--- config.mk ---
export PLATFORM = sky130hd
export DESIGN_NAME = wdg_keyed_top
export DESIGN_NICKNAME = d
export VERILOG_FILES = /design/src/rtl/wdg_pkg.sv /design/src/rtl/wdg_edge_sync.sv /design/src/rtl/wdg_keybus.sv /design/src/rtl/wdg_count_core.sv /design/src/rtl/wdg_keyed_top.sv
export SDC_FILE = /design/constraint.sdc
export NUM_CORES = 1
export LEC_CHECK = 0
export BUFFER_PORTS_ARGS = -buffer_cell sky130_fd_sc_hd__buf_2
export CORE_MARGIN = 2
export CORE_UTILIZATION = 56
export CTS_BUF_LIST = sky130_fd_sc_hd__clkbuf_8
export CTS_CLUSTER_DIAMETER = 100
export DETAILED_ROUTE_END_ITERATION = 7
export PLACE_DENSITY_LB_ADDON = 0.15
export SETUP_SLACK_MARGIN = 0.5
export SYNTH_ARGS = -nofsm -noshare
export SYNTH_HDL_FRONTEND = slang
export SYNTH_SLANG_ARGS = --single-unit
--- constraint.sdc ---
create_clock -name clk -period 3.1 [get_ports clk]
set_clock_uncertainty 0.1 [all_clocks]
set_input_delay 0.31 -clock clk [delete_from_list [all_inputs] [get_ports clk]]
set_output_delay 0.31 -clock clk [all_outputs]
set_load 0.02 [all_outputs]
--- src/rtl/wdg_pkg.sv ---
// Package: shared register indices and key values for the keyed watchdog.
// Assumes byte addressing with word-aligned registers.
package wdg_pkg;

    typedef enum logic [1:0] {
        REG_KEY  = 2'd0,
        REG_DIV  = 2'd1,
        REG_RLD  = 2'd2,
        REG_STAT = 2'd3
    } wdg_reg_e;

    localparam logic [31:0] KEY_OPEN    = 32'h0000_5555;
    localparam logic [31:0] KEY_REFRESH = 32'h0000_AAAA;
    localparam logic [31:0] KEY_START   = 32'h0000_CCCC;

endpackage

--- src/rtl/wdg_edge_sync.sv ---
// Module: brings the asynchronous slow clock into the bus clock domain and
// turns each rising edge into a one-cycle tick.
// Assumes the slow clock is much slower than clk (at least 3 clk per phase).
module wdg_edge_sync #(
    parameter int STAGES = 2
) (
    input  logic clk,
    input  logic rst_n,
    input  logic async_in,
    output logic tick
);

    logic [STAGES-1:0] sync_q;
    logic              prev_q;

    // Synchronizer shift chain plus one stage of history for edge detection.
    always_ff @(posedge clk) begin
        if (!rst_n) begin
            sync_q <= '0;
            prev_q <= 1'b0;
        end else begin
            sync_q <= {sync_q[STAGES-2:0], async_in};
            prev_q <= sync_q[STAGES-1];
        end
    end

    // Tick on a synchronized low-to-high transition.
    assign tick = sync_q[STAGES-1] & ~prev_q;

    AST_TICK_SINGLE: assert property (@(posedge clk) disable iff (!rst_n)
        tick |=> !tick);

endmodule

--- src/rtl/wdg_keybus.sv ---
// Module: register bus front end. It decodes key words, keeps the write-open
// flag, holds the shadow divider and reload values, and tracks pending updates.
// Assumes single-cycle accesses; reads are combinational.
module wdg_keybus
    import wdg_pkg::*;
#(
    parameter int              DATA_W  = 32,
    parameter int              ADDR_W  = 4,
    parameter int              DIV_W   = 3,
    parameter int              RLD_W   = 12,
    parameter logic [RLD_W-1:0] RLD_RST = '1
) (
    input  logic              clk,
    input  logic              rst_n,
    input  logic              bus_sel,
    input  logic              bus_wr,
    input  logic [ADDR_W-1:0] bus_addr,
    input  logic [DATA_W-1:0] bus_wdata,
    output logic [DATA_W-1:0] bus_rdata,
    input  logic              apply,
    output logic [DIV_W-1:0]  div_shadow,
    output logic [RLD_W-1:0]  rld_shadow,
    output logic              refresh_cmd,
    output logic              start_cmd
);

    logic     open_q;
    logic     div_pend_q;
    logic     rld_pend_q;
    logic     aligned;
    wdg_reg_e reg_idx;
    logic     key_wr;
    logic     div_wr_ok;
    logic     rld_wr_ok;

    assign aligned   = (bus_addr[1:0] == 2'b00);
    assign reg_idx   = wdg_reg_e'(bus_addr[3:2]);
    assign key_wr    = bus_sel & bus_wr & aligned & (reg_idx == REG_KEY);
    assign div_wr_ok = bus_sel & bus_wr & aligned & (reg_idx == REG_DIV) & open_q;
    assign rld_wr_ok = bus_sel & bus_wr & aligned & (reg_idx == REG_RLD) & open_q;

    assign refresh_cmd = key_wr & (bus_wdata == DATA_W'(KEY_REFRESH));
    assign start_cmd   = key_wr & (bus_wdata == DATA_W'(KEY_START));

    // Write-open flag: every key write either opens or closes access.
    always_ff @(posedge clk) begin
        if (!rst_n)      open_q <= 1'b0;
        else if (key_wr) open_q <= (bus_wdata == DATA_W'(KEY_OPEN));
    end

    // Shadow divider code and its pending flag; the slow tick clears it.
    always_ff @(posedge clk) begin
        if (!rst_n) begin
            div_shadow <= '0;
            div_pend_q <= 1'b0;
        end else if (div_wr_ok) begin
            div_shadow <= bus_wdata[DIV_W-1:0];
            div_pend_q <= 1'b1;
        end else if (apply) begin
            div_pend_q <= 1'b0;
        end
    end

    // Shadow reload value and its pending flag; the slow tick clears it.
    always_ff @(posedge clk) begin
        if (!rst_n) begin
            rld_shadow <= RLD_RST;
            rld_pend_q <= 1'b0;
        end else if (rld_wr_ok) begin
            rld_shadow <= bus_wdata[RLD_W-1:0];
            rld_pend_q <= 1'b1;
        end else if (apply) begin
            rld_pend_q <= 1'b0;
        end
    end

    // Read mux; the key register reads as zero.
    always_comb begin
        bus_rdata = '0;
        if (bus_sel && !bus_wr && aligned) begin
            unique case (reg_idx)
                REG_KEY:  bus_rdata = '0;
                REG_DIV:  bus_rdata = DATA_W'(div_shadow);
                REG_RLD:  bus_rdata = DATA_W'(rld_shadow);
                REG_STAT: bus_rdata = DATA_W'({rld_pend_q, div_pend_q});
                default:  bus_rdata = '0;
            endcase
        end
    end

    AST_LOCKED_RLD_IGNORED: assert property (@(posedge clk) disable iff (!rst_n)
        (bus_sel && bus_wr && aligned && reg_idx == REG_RLD && !open_q) |=> $stable(rld_shadow));

    AST_PEND_CLEARS: assert property (@(posedge clk) disable iff (!rst_n)
        (apply && !rld_wr_ok) |=> !rld_pend_q);

endmodule

--- src/rtl/wdg_count_core.sv ---
// Module: slow-tick side of the watchdog. It holds the active divider and reload
// values, the divider phase, the down-counter, the run flag and the request.
// Assumes tick is a single-cycle pulse that never repeats on adjacent cycles.
module wdg_count_core #(
    parameter int               DIV_W    = 3,
    parameter int               RLD_W    = 12,
    parameter int               MAX_CODE = 6,
    parameter logic [RLD_W-1:0] RLD_RST  = '1
) (
    input  logic             clk,
    input  logic             rst_n,
    input  logic             strap_n,
    input  logic             tick,
    input  logic             start_cmd,
    input  logic             refresh_cmd,
    input  logic [DIV_W-1:0] div_shadow,
    input  logic [RLD_W-1:0] rld_shadow,
    output logic             rst_req
);

    localparam int PH_W = 2 + MAX_CODE;

    logic             running_q;
    logic [DIV_W-1:0] div_act_q;
    logic [RLD_W-1:0] rld_act_q;
    logic [PH_W-1:0]  phase_q;
    logic [RLD_W-1:0] cnt_q;
    logic             req_q;
    logic [DIV_W-1:0] shift;
    logic [PH_W:0]    div_last;
    logic             phase_end;
    logic             step;

    // Divider terminal value: (4 << code) - 1, with codes above MAX_CODE clamped.
    always_comb begin
        shift     = (div_act_q > DIV_W'(MAX_CODE)) ? DIV_W'(MAX_CODE) : div_act_q;
        div_last  = ((PH_W+1)'(4) << shift) - (PH_W+1)'(1);
        phase_end = ({1'b0, phase_q} >= div_last);
    end

    assign step    = running_q & tick & phase_end;
    assign rst_req = req_q;

    // Run flag: the strap sets it in reset, a start key sets it later; it is never cleared.
    always_ff @(posedge clk) begin
        if (!rst_n)         running_q <= ~strap_n;
        else if (start_cmd) running_q <= 1'b1;
    end

    // Shadow values move to the active copies on every slow tick.
    always_ff @(posedge clk) begin
        if (!rst_n) begin
            div_act_q <= '0;
            rld_act_q <= RLD_RST;
        end else if (tick) begin
            div_act_q <= div_shadow;
            rld_act_q <= rld_shadow;
        end
    end

    // Divider phase: counts ticks while running; refresh or idle clears it.
    always_ff @(posedge clk) begin
        if (!rst_n)                         phase_q <= '0;
        else if (refresh_cmd || !running_q) phase_q <= '0;
        else if (tick)                      phase_q <= phase_end ? '0 : phase_q + 1'b1;
    end

    // Down-counter: a refresh loads it, a step decrements it or wraps to the reload value at zero.
    always_ff @(posedge clk) begin
        if (!rst_n)           cnt_q <= RLD_RST;
        else if (refresh_cmd) cnt_q <= rld_act_q;
        else if (step)        cnt_q <= (cnt_q == '0) ? rld_act_q : cnt_q - 1'b1;
    end

    // Request: one cycle on a step taken at zero, unless a refresh arrives in that cycle.
    always_ff @(posedge clk) begin
        if (!rst_n) req_q <= 1'b0;
        else        req_q <= step & (cnt_q == '0) & ~refresh_cmd;
    end

    AST_REQ_ONE_CYCLE: assert property (@(posedge clk) disable iff (!rst_n)
        req_q |=> !req_q);

    AST_RUN_STICKY: assert property (@(posedge clk) disable iff (!rst_n)
        running_q |=> running_q);

    AST_REFRESH_LOADS: assert property (@(posedge clk) disable iff (!rst_n)
        refresh_cmd |=> (cnt_q == $past(rld_act_q)));

    AST_IDLE_HOLDS: assert property (@(posedge clk) disable iff (!rst_n)
        (!running_q && !refresh_cmd) |=> $stable(cnt_q));

endmodule

--- src/rtl/wdg_keyed_top.sv ---
// Module: top of the keyed watchdog. It joins the slow-clock synchronizer, the
// register front end and the count core.
// Assumes slow_clk is asynchronous and much slower than clk.
module wdg_keyed_top #(
    parameter int DATA_W      = 32,
    parameter int ADDR_W      = 4,
    parameter int DIV_W       = 3,
    parameter int RLD_W       = 12,
    parameter int MAX_CODE    = 6,
    parameter int SYNC_STAGES = 2
) (
    input  logic              clk,
    input  logic              rst_n,
    input  logic              strap_n,
    input  logic              slow_clk,
    input  logic              bus_sel,
    input  logic              bus_wr,
    input  logic [ADDR_W-1:0] bus_addr,
    input  logic [DATA_W-1:0] bus_wdata,
    output logic [DATA_W-1:0] bus_rdata,
    output logic              rst_req
);

    localparam logic [RLD_W-1:0] RLD_RST = '1;

    logic             tick;
    logic [DIV_W-1:0] div_shadow;
    logic [RLD_W-1:0] rld_shadow;
    logic             refresh_cmd;
    logic             start_cmd;

    wdg_edge_sync #(.STAGES(SYNC_STAGES)) u_sync (
        .clk      (clk),
        .rst_n    (rst_n),
        .async_in (slow_clk),
        .tick     (tick)
    );

    wdg_keybus #(
        .DATA_W  (DATA_W),
        .ADDR_W  (ADDR_W),
        .DIV_W   (DIV_W),
        .RLD_W   (RLD_W),
        .RLD_RST (RLD_RST)
    ) u_bus (
        .clk         (clk),
        .rst_n       (rst_n),
        .bus_sel     (bus_sel),
        .bus_wr      (bus_wr),
        .bus_addr    (bus_addr),
        .bus_wdata   (bus_wdata),
        .bus_rdata   (bus_rdata),
        .apply       (tick),
        .div_shadow  (div_shadow),
        .rld_shadow  (rld_shadow),
        .refresh_cmd (refresh_cmd),
        .start_cmd   (start_cmd)
    );

    wdg_count_core #(
        .DIV_W    (DIV_W),
        .RLD_W    (RLD_W),
        .MAX_CODE (MAX_CODE),
        .RLD_RST  (RLD_RST)
    ) u_core (
        .clk         (clk),
        .rst_n       (rst_n),
        .strap_n     (strap_n),
        .tick        (tick),
        .start_cmd   (start_cmd),
        .refresh_cmd (refresh_cmd),
        .div_shadow  (div_shadow),
        .rld_shadow  (rld_shadow),
        .rst_req     (rst_req)
    );

endmodule

* Yosys cells after proc, flatten, opt, wreduce, memory -nomap -nowiden *
Cells that the tools add are included.

cells by class
  add/subtract/negate cells = 3
  magnitude comparators = 2
  eq/ne operators = 7
  shift-type cells = 1
  muxes and demuxes = 12
  bitwise logic cells = 18
  reductions and logical operators = 12

operators with widths
  cell                   count
  $pmux 32 s4            1
  $eq 32x16->1 const B   2
  $mux 12                3
  $eq 32x15->1 const B   1
  $mux 32                1
  $and 1x1->1            14
  $logic_not 12->1       1
  $sub 12x1->12 const B  1
  $ge 8x9->1             1
  $shl 3x3->9 const A    1
  $sub 9x2->9 const B    1
  $add 8x1->8 const B    1
  $mux 8                 1
  $reduce_bool 2->1      3
  $mux 1                 5
  $eq 2x2->1 const B     2
  $logic_not 2->1        2
  $not 1->1              4
  $gt 3x3->1 const B     1
  $mux 3                 1
  $eq 2x1->1 const B     1
  $logic_and 1x1->1      2
  $logic_not 1->1        2
  $ne 2x1->1 const B     1
  other kinds (2)        2

storage, ports and cells
  register bits after elaboration = 58
  bits of input ports = 42
  output and inout port bits = 33
  logic and storage cells = 68

* Depth between registers and ports, before layout *
Gate-level depths: netlist of the first run.

  depth in word-level cells = 8
  gate-level depth with buffers = 9
  gate-level depth less buffers = 8

* Hierarchy *
A second synthesis of the first run with hierarchy kept.

unflattened totals
  cells, all modules = 371
  area, all modules = 3149.3 µm²

by module, submodules not included
  module          times used  cells an instance  area each (µm²)  seq. area each (µm²)
  wdg_count_core  1           221                1930.6           750.7
  wdg_keybus      1           143                1126.1           360.3
  wdg_edge_sync   1           7                  92.6             60.1

* Worst setup path after synthesis of the first run *
Ideal clock, no wire load.

  path type = register to register
  from = register u_core.div_act_q[2]
  to = register u_core.cnt_q[2]
  library setup time = 72 ps
  arrival = 2043 ps
  required time = 2928 ps
  setup slack = 885 ps
  cell stages (with the launch flop) = 10
  path buffers = 1
  period minus slack after synthesis = 2215 ps
  cell sequence = dfxtp_1 > o21ai_0 > ha_1 > a21o_1 > a21oi_1 > nand2b_1 > buf_1 > a21oi_1 > o21ai_1 > a2bb2oi_1

on the way
  word-level cells in the longest chain between the ends = 7

ends and longest elaborated chain
  item                           line                  RTL
  start: declaration             wdg_count_core.sv:24  logic [DIV_W-1:0] div_act_q;
  start signal: assignment       wdg_count_core.sv:56  div_act_q <= div_shadow;
  $gt 3x3->1                     wdg_count_core.sv:36  shift = (div_act_q > DIV_W'(MAX_CODE)) ? DIV_W'(MAX_CODE) : div_act_q;
  $mux 3 *                       wdg_count_core.sv:36
  $shl 3x3->9 *                  wdg_count_core.sv:37  div_last = ((PH_W+1)'(4) << shift) - (PH_W+1)'(1);
  $sub 9x2->9 *                  wdg_count_core.sv:37
  $ge 8x9->1 *                   wdg_count_core.sv:38  phase_end = ({1'b0, phase_q} >= div_last);
  $and 1x1->1 *                  wdg_count_core.sv:41  assign step = running_q & tick & phase_end;
  $reduce_bool 2->1 (no line) *  --
  end signal: assignment         wdg_count_core.sv:71  else if (refresh_cmd) cnt_q <= rld_act_q;
  end signal: assignment         wdg_count_core.sv:72  else if (step) cnt_q <= (cnt_q == '0) ? rld_act_q : cnt_q - 1'b1;
  end: declaration               wdg_count_core.sv:27  logic [RLD_W-1:0] cnt_q;

Every way passes the cells marked *; elsewhere a longest branch is shown, timed or not.
A chain may end at the register's enable or synchronous reset.

* Final worst setup path of the first run *
  from = input bus_wr
  to = output bus_rdata[10]

on the way
  word-level cells in the longest chain between the ends = 4

ends and longest elaborated chain
  item                             line                 RTL
  start: declaration               wdg_keyed_top.sv:17  input logic bus_wr,
  $logic_not 1->1                  wdg_keybus.sv:80     if (bus_sel && !bus_wr && aligned) begin
  $logic_and 1x1->1 (2 in series)  wdg_keybus.sv:80
  $mux 32                          wdg_keybus.sv:80
  end: declaration                 wdg_keyed_top.sv:20  output logic [DATA_W-1:0] bus_rdata,

No other way between the ends.

==> results.md, run 1 <==
* Final Util at 0.654
* Arr. time, crit path at 1.95 ns
* Worst r2r src: u_core.div_act_q[1]$_SDFFE_PN0P_
* Sw Pwr at 0.388 mW
* Worst Path Required at 2.69 ns
* Antenna Violating Nets Remaining at 0
* # fillers at 488
* Placement Cell Area at 3360 sq um
* Initial core utilization at 0.576
* Worst Setup EP: bus_rdata[10]
* Footprint of the multi-input gates at 1800 sq um
* Ant. Diodes at 0
* Largest net degree at the start of global routing at 31
* Worst-case clock buffer depth at 2
* Synth-to-layout area growth at 13.6%
* CTS tree: yes
* Clk sinks at 58
* DIE HEIGHT at 78.8 microns
* Final Max Tran Viols at 0
* Core area at 5440 sq um
* Yosys reg bits at 58
* Netlist cell types at 53
* Vias in the first global route at 2,554
* Via count at 2,835
* Worst slew margin at 0.661
* Post-Route WL at 6670 microns
* Detailed Route Iter0 Violations at 186
* Root Buffer: clkbuf_8
* Io pins at 75
* Leading post-synthesis cells by cell area: dfxtp_1 (36%), nand2_1 (9.3%), nand3_1 (5.4%), buf_4 (4.8%), ha_1 (3.6%)
* Die area at 6210 sq um
* DR vias/cell at 5.48
* Flop-to-flop setup slack at 0.77 ns
* Sequential fraction of design power at 0.490
* YS warnings at 0
* Cells on worst reg2reg path at 8
* Hold_buf cts at 0
* Synth Flop Type: dfxtp_1
* Nets@finish at 491
* Sw Share at 0.249
* Top cell type's share of synthesized area at 0.364
* MaxCap Viol Count at 0
* Final hold violations at 0
* Worst Hold Class: in2reg
* Worst-Margin Slew at 0.506 ns
* RSZ-0062 raised after global routing: no
* Critical path startpoint category: input pin
* Sequential area share after synthesis at 0.374
* All-Layer GR Usage at 0.227
* CP max FO at 9
* Hold Startpoint: slow_clk
* Critical path class: in2out
* Mapped cell area at 3130 sq um
* Final worst-path cycle share at 0.761
* Setup TNS Final at 0 ns
* DR pass1 iterations at 4
* Grt ovf at 0
* H-Tree Level Count at 3
* CTS buffer count at 9
* Synthesized area per cell at 8.05 sq um
* Maximum vdd drop at 0.000270 V
* Power density over the cells at 438 nW/um^2
* Cts repair resizes at 0
* Area leader, netlist: dfxtp_1
* Combinational group share of total power at 0.074
* Reg-to-reg endpoint: u_core.cnt_q[7]$_SDFFE_PN1P_
* Status: complete, no violations
* Post-CTS setup buffers at 0
* Fraction of registers with async set/reset at 0
* Worst-Skew Late Latency at 0.33 ns
* Post-Synthesis Cells at 389
* DR WL/cell at 12.9 microns
* Detailed placement HPWL at 4970 microns
* Die X at 78.8 microns
* Clk pin slew, worst setup/hold paths at 0.07 ns
* # DRC at 0
* Final Setup Violations at 0
* Non-Filler Cell Area, Final at 3560 sq um
* CP Launch Point: bus_wr
* Leak Pwr at 1.55 nW
* Port Buffers at 54
* # rows at 27
* Total power at 1.56 mW
* Initial antenna violation count at 0
* First-pass GRT wire length at 11,200 microns
* Max frequency at 424 MHz
* Register area at 1170 sq um
* Pint at 1.17 mW
* Clock share of power at 0.436
* Placer Congestion at 0.850
* Minimum clock period at 2.36 ns
* Post-synth EDFFs at 1
* Layout cells sized above 1 at 0.196
* Worst setup EP type: output pin
-- power groups by stage --
stage / Clock (mW) / Sequential [mW] / Combinational [mW]
6_report: 0.680 / 0.765 / 0.115
5_1_grt: 0.727 / 0.765 / 0.128
4_1_cts: 0.695 / 0.764 / 0.115
3_5_place_dp: 0 / 0.782 / 0.115
3_3_place_gp: 0 / 0.781 / 0.113
2_1_floorplan: 0 / 0.779 / 0.0932
-- logic make-up after synthesis --
logic type                 count (synthesis)  synth area share
DFF                                       58             0.374
AOI/OAI and AO/OA                         63             0.138
adders and majority gates                  9            0.0360
xor gates and xnor gates                   6            0.0168
muxes                                      5            0.0168
other                                      1           0.00120
buffers and inverters                     38            0.0747
and+or+nand+nor                          209             0.342
-- metal layers --
metal / vias up / part of all wire / global-route usage
met1: 1269 / 0.47 / 0.296
met5: - / 0 / 0
met4: 0 / 0.016 / 0.0842
met2: 108 / 0.45 / 0.364
met3: 13 / 0.065 / 0.0534
li1: 1445 / - / -
-- cell usage after synthesis (3+ instances only) --
master     number
mux2i_1         3
nor2_1         24
a21boi_0        5
nand4_1         6
nor4_1          9
ha_1            9
a22oi_1         4
clkbuf_1       11
inv_1           3
o31ai_1         3
nor4bb_1        8
and2_1         15
buf_4          20
and4_1          3
nor3_1          6
o21ai_0         8
o22ai_1         6
xor2_1          6
nand2_1        78
nand3_1        34
dfxtp_1        57
nor2b_1         9
nand2b_1        3
a2bb2oi_1       6
a21oi_1        17
-- flip-flops by register name (all words and copies together) (netlist names), 2 cells and up --
| register | cells |
|---|---|
| u_bus.div_shadow | 3 |
| u_bus.rld_shadow | 12 |
| u_core.cnt_q | 12 |
| u_core.div_act_q | 3 |
| u_core.phase_q | 8 |
| u_core.rld_act_q | 12 |
| u_sync.sync_q | 2 |
-- worst min path at each step --
stage | to | slack (ns) | cells after the start
CTS | u_sync.sync_q[0]$_SDFF_PN0_ | 0.06 | 2
global route | u_sync.sync_q[0]$_SDFF_PN0_ | 0.08 | 2
finish | u_sync.sync_q[0]$_SDFF_PN0_ | 0.08 | 2
detailed placement | u_sync.sync_q[1]$_SDFF_PN0_ | 0.32 | 1
global placement | u_sync.sync_q[1]$_SDFF_PN0_ | 0.31 | 1
floorplan | u_sync.sync_q[1]$_SDFF_PN0_ | 0.31 | 1
-- placed cells by master, fill, tap and decap left out, types with 8 or more instances in the layout --
master,synthesis,layout
nor4bb_1,8,8
a21oi_1,17,17
ha_1,9,9
dfxtp_1,57,57
nand3_1,34,34
nor2_1,24,24
and2_1,15,15
nor2b_1,9,9
o21ai_0,8,8
conb_1,1,20
buf_2,1,54
nand2_1,78,78
clkbuf_8,0,9
nor4_1,9,9
-- through the flow --
step,setup slack [ns],instances,hold slack (ns)
floorplan,0.885,408,0.312
global placement,0.765,501,0.313
detailed placement,0.646,501,0.321
CTS,0.620,517,0.0649
global route,0.535,517,0.0829
finish,0.742,517,0.0782
-- area by class of cell --
class / count / share of cell area
Sequential cell: 58 / 0.329
Tap cell: 72 / 0.0253
Inverter: 3 / 0.00317
Clock inverter: 7 / 0.0200
Multi-Input combinational cell: 312 / 0.507
Clock buffer: 9 / 0.0348
Timing Repair Buffer: 56 / 0.0802
-- worst max-delay path, stage by stage --
cell and delay [ns]:
buf_2 0.10, or4b_2 0.73, nor2b_1 0.45, and2_1 0.20, buf_2 0.16
No activity file was read; power rests on OpenSTA's default activity.
==> inputs of run 2 (changes only) <==
- ABC_AREA: default -> 1
- CORE_UTILIZATION: 56 -> 52
- clock period: 3.1 -> 2 ns (I/O delays scaled with it)
==> results.md, run 2 <==
* Total power at 2.39 mW
* Final Setup Violations at 0
* DR pass1 iterations at 4
* Sequential area share after synthesis at 0.319
* CTS buffer count at 9
* Leading post-synthesis cells by cell area: dfxtp_1 (31%), nand2_1 (18%), nor2_1 (7.2%), nand3_1 (6.5%), inv_1 (6.2%)
* Synth Flop Type: dfxtp_1
* Critical path startpoint category: flop
* DIE HEIGHT at 88.1 microns
* Biggest regs: u_bus.rld_shadow (12), u_core.cnt_q (12), u_core.rld_act_q (12)
* All-Layer GR Usage at 0.234
* Critical path class: reg2reg
* Final setup margin at 0.138 ns
* Final hold violations at 0
* Top cells by count, synth: nand2_1 (173), nor2_1 (70), inv_1 (61), dfxtp_1 (57), nand3_1 (48)
* Layout cells sized above 1 at 0.211
* First-pass GRT wire length at 14,600 microns
* H-Tree Level Count at 3
* Worst Path Required at 2.18 ns
* Vias in the first global route at 3,352
* Detailed Route Iter0 Violations at 147
* DR WL/cell at 11.5 microns
* Worst Hold Endpoint: u_core.running_q$_SDFFCE_PP1P_
* Die X at 88.1 microns
* RSZ-0062 raised after global routing: yes
* Initial core utilization at 0.538
* Leak Pwr at 2.30 nW
* YS warnings at 0
* Placer Congestion at 0.883
* Post-Synthesis Cells at 569
* Most frequent cells in the layout: nand2_1 (171), nor2_1 (64), inv_1 (61)
* Nets@finish at 680
* Clk sinks at 58
* Mapped cell area at 3670 sq um
* Core area at 6830 sq um
* Root Buffer: clkbuf_8
* Die area at 7750 sq um
* Arr. time, crit path at 2.04 ns
* Antenna Violating Nets Remaining at 0
* Synth-to-layout area growth at 16.8%
* Reg-to-reg endpoint: u_core.cnt_q[8]$_SDFFE_PN1P_
* Ant. Diodes at 0
* Largest net degree at the start of global routing at 31
* Max frequency at 537 MHz
* Worst setup EP type: flop
* Count leader, synth: nand2_1
* CP max FO at 5
* Final worst-path cycle share at 0.931
* Top cell type's share of synthesized area at 0.311
* Hold Path Depth at 2
* Worst r2r src: u_core.div_act_q[0]$_SDFFE_PN0P_
* Pre-CTS WS at 0.0941 ns
* Final Max Tran Viols at 0
* Post-Route WL at 8400 microns
* Worst-case clock buffer depth at 2
* Clk pin slew, worst setup/hold paths at 0.08 ns
* Yosys reg bits at 58
* Worst-Skew Late Latency at 0.33 ns
* Cells on worst reg2reg path at 14
* Status: complete, no violations
* Netlist cell types at 31
* Minimum clock period at 1.86 ns
* Synthesized area per cell at 6.46 sq um
* Commonest non-fill, non-tap cell in the layout: nand2_1
* Grt ovf at 0
* Maximum vdd drop at 0.000300 V
* Power density over the cells at 558 nW/um^2
* Worst Hold Class: in2reg
* Io pins at 75
* DR vias/cell at 4.89
* Via count at 3,567
* # DRC at 0
* Port Buffers at 54
* Area leader, netlist: dfxtp_1
* # rows at 30
* Hold Startpoint: strap_n
* Flop-to-flop setup slack at 0.14 ns
* Detailed placement HPWL at 6470 microns
* Post-synth EDFFs at 1
* Fraction of registers with async set/reset at 0
* MaxCap Viol Count at 0
* Initial antenna violation count at 0
* CTS tree: yes
-- run 2: changes by cell type after synthesis, sizes merged, moves of 9 or more --
cell    previous run  this run
nand2             78       179
o211ai             4        18
clkinv             0        13
nor2b              9         0
nor2              24        78
inv                3        66
nand3             34        59
and2              16         0
-- run 2: logic make-up after synthesis --
logic type / synth area share
AOI/OAI and AO/OA: 0.0698
adders and majority gates: 0.0307
buffers and inverters: 0.148
other: 0.00102
and+or+nand+nor: 0.410
xor gates and xnor gates: 0.0215
DFF: 0.319
-- run 2: worst max-delay path, stage by stage (launching register included) --
cell      delay [ns]
dfxtp_4         0.36
a21oi_2         0.13
ha_1            0.26
nand2_2         0.10
nor2_1          0.04
nor2_1          0.08
nand2_1         0.06
nand2_1         0.07
nand2_2         0.09
nand2_4         0.12
buf_4           0.14
nand3_2         0.05
nand2_1         0.08
clkinv_1        0.06
nand2_1         0.05
-- run 2: power by group --
part / switching [mW] / internal [mW] / total [mW]
Clock: 0.503 / 0.456 / 0.959
Sequential: 0.0134 / 1.18 / 1.19
Combinational: 0.162 / 0.0830 / 0.245
-- run 2: final cells by class --
class / count / area [sq um]
Clock buffer: 9 / 124
Multi-Input combinational cell: 414 / 2110
Tap cell: 96 / 120
Fill cell: 676 / 2540
Timing Repair Buffer: 67 / 397
Clock inverter: 7 / 55.1
Sequential cell: 58 / 1180
Inverter: 79 / 297
-- run 2: worst max path at each step --
stage,startpoint,endpoint,cells after the start
after global placement,u_core.div_act_q[0]$_SDFFE_PN0P_,u_core.cnt_q[3]$_SDFFE_PN1P_,12
after floorplan,u_core.div_act_q[1]$_SDFFE_PN0P_,u_core.cnt_q[2]$_SDFFE_PN1P_,12
final,u_core.div_act_q[0]$_SDFFE_PN0P_,u_core.cnt_q[8]$_SDFFE_PN1P_,14
after CTS,u_core.div_act_q[0]$_SDFFE_PN0P_,u_core.cnt_q[9]$_SDFFE_PN1P_,14
after detailed placement,u_core.div_act_q[1]$_SDFFE_PN0P_,u_core.cnt_q[6]$_SDFFE_PN1P_,12
after global routing,u_core.div_act_q[1]$_SDFFE_PN0P_,u_core.cnt_q[9]$_SDFFE_PN1P_,14
-- run 2: metrics by stage --
stage / setup TNS, ns / hold WS, ns / area [sq um] / instances / utilization
2_1_floorplan: 0 / 0.198 / 3760 / 588 / -
3_3_place_gp: 0 / 0.292 / 3970 / 709 / 0.581
3_5_place_dp: 0 / 0.298 / 3970 / 709 / 0.581
4_1_cts: 0 / 0.0130 / 4220 / 728 / 0.617
5_1_grt: -0.191 / 0.0146 / 4290 / 730 / 0.628
6_report: 0 / 0.0235 / 4290 / 730 / 0.628
-- run 2: layer usage --
layer	wire length [microns]	part of all wire	GRT usage	vias up
li1	-	-	-	1871
met1	4000	0.48	0.313	1577
met2	3850	0.46	0.394	107
met3	452	0.054	0.0349	12
met4	90	0.011	0.0689	0
met5	0	0	0	-
-- run 2: what timing repair did --
item,CTS,global route
setup endpoints to repair,34,35
buffers inserted,2,2
gates cloned,0,0
endpoints found under the hold margin,1,0
pin swaps,4,3
hold buffers,1,0
gates resized for setup,12,14
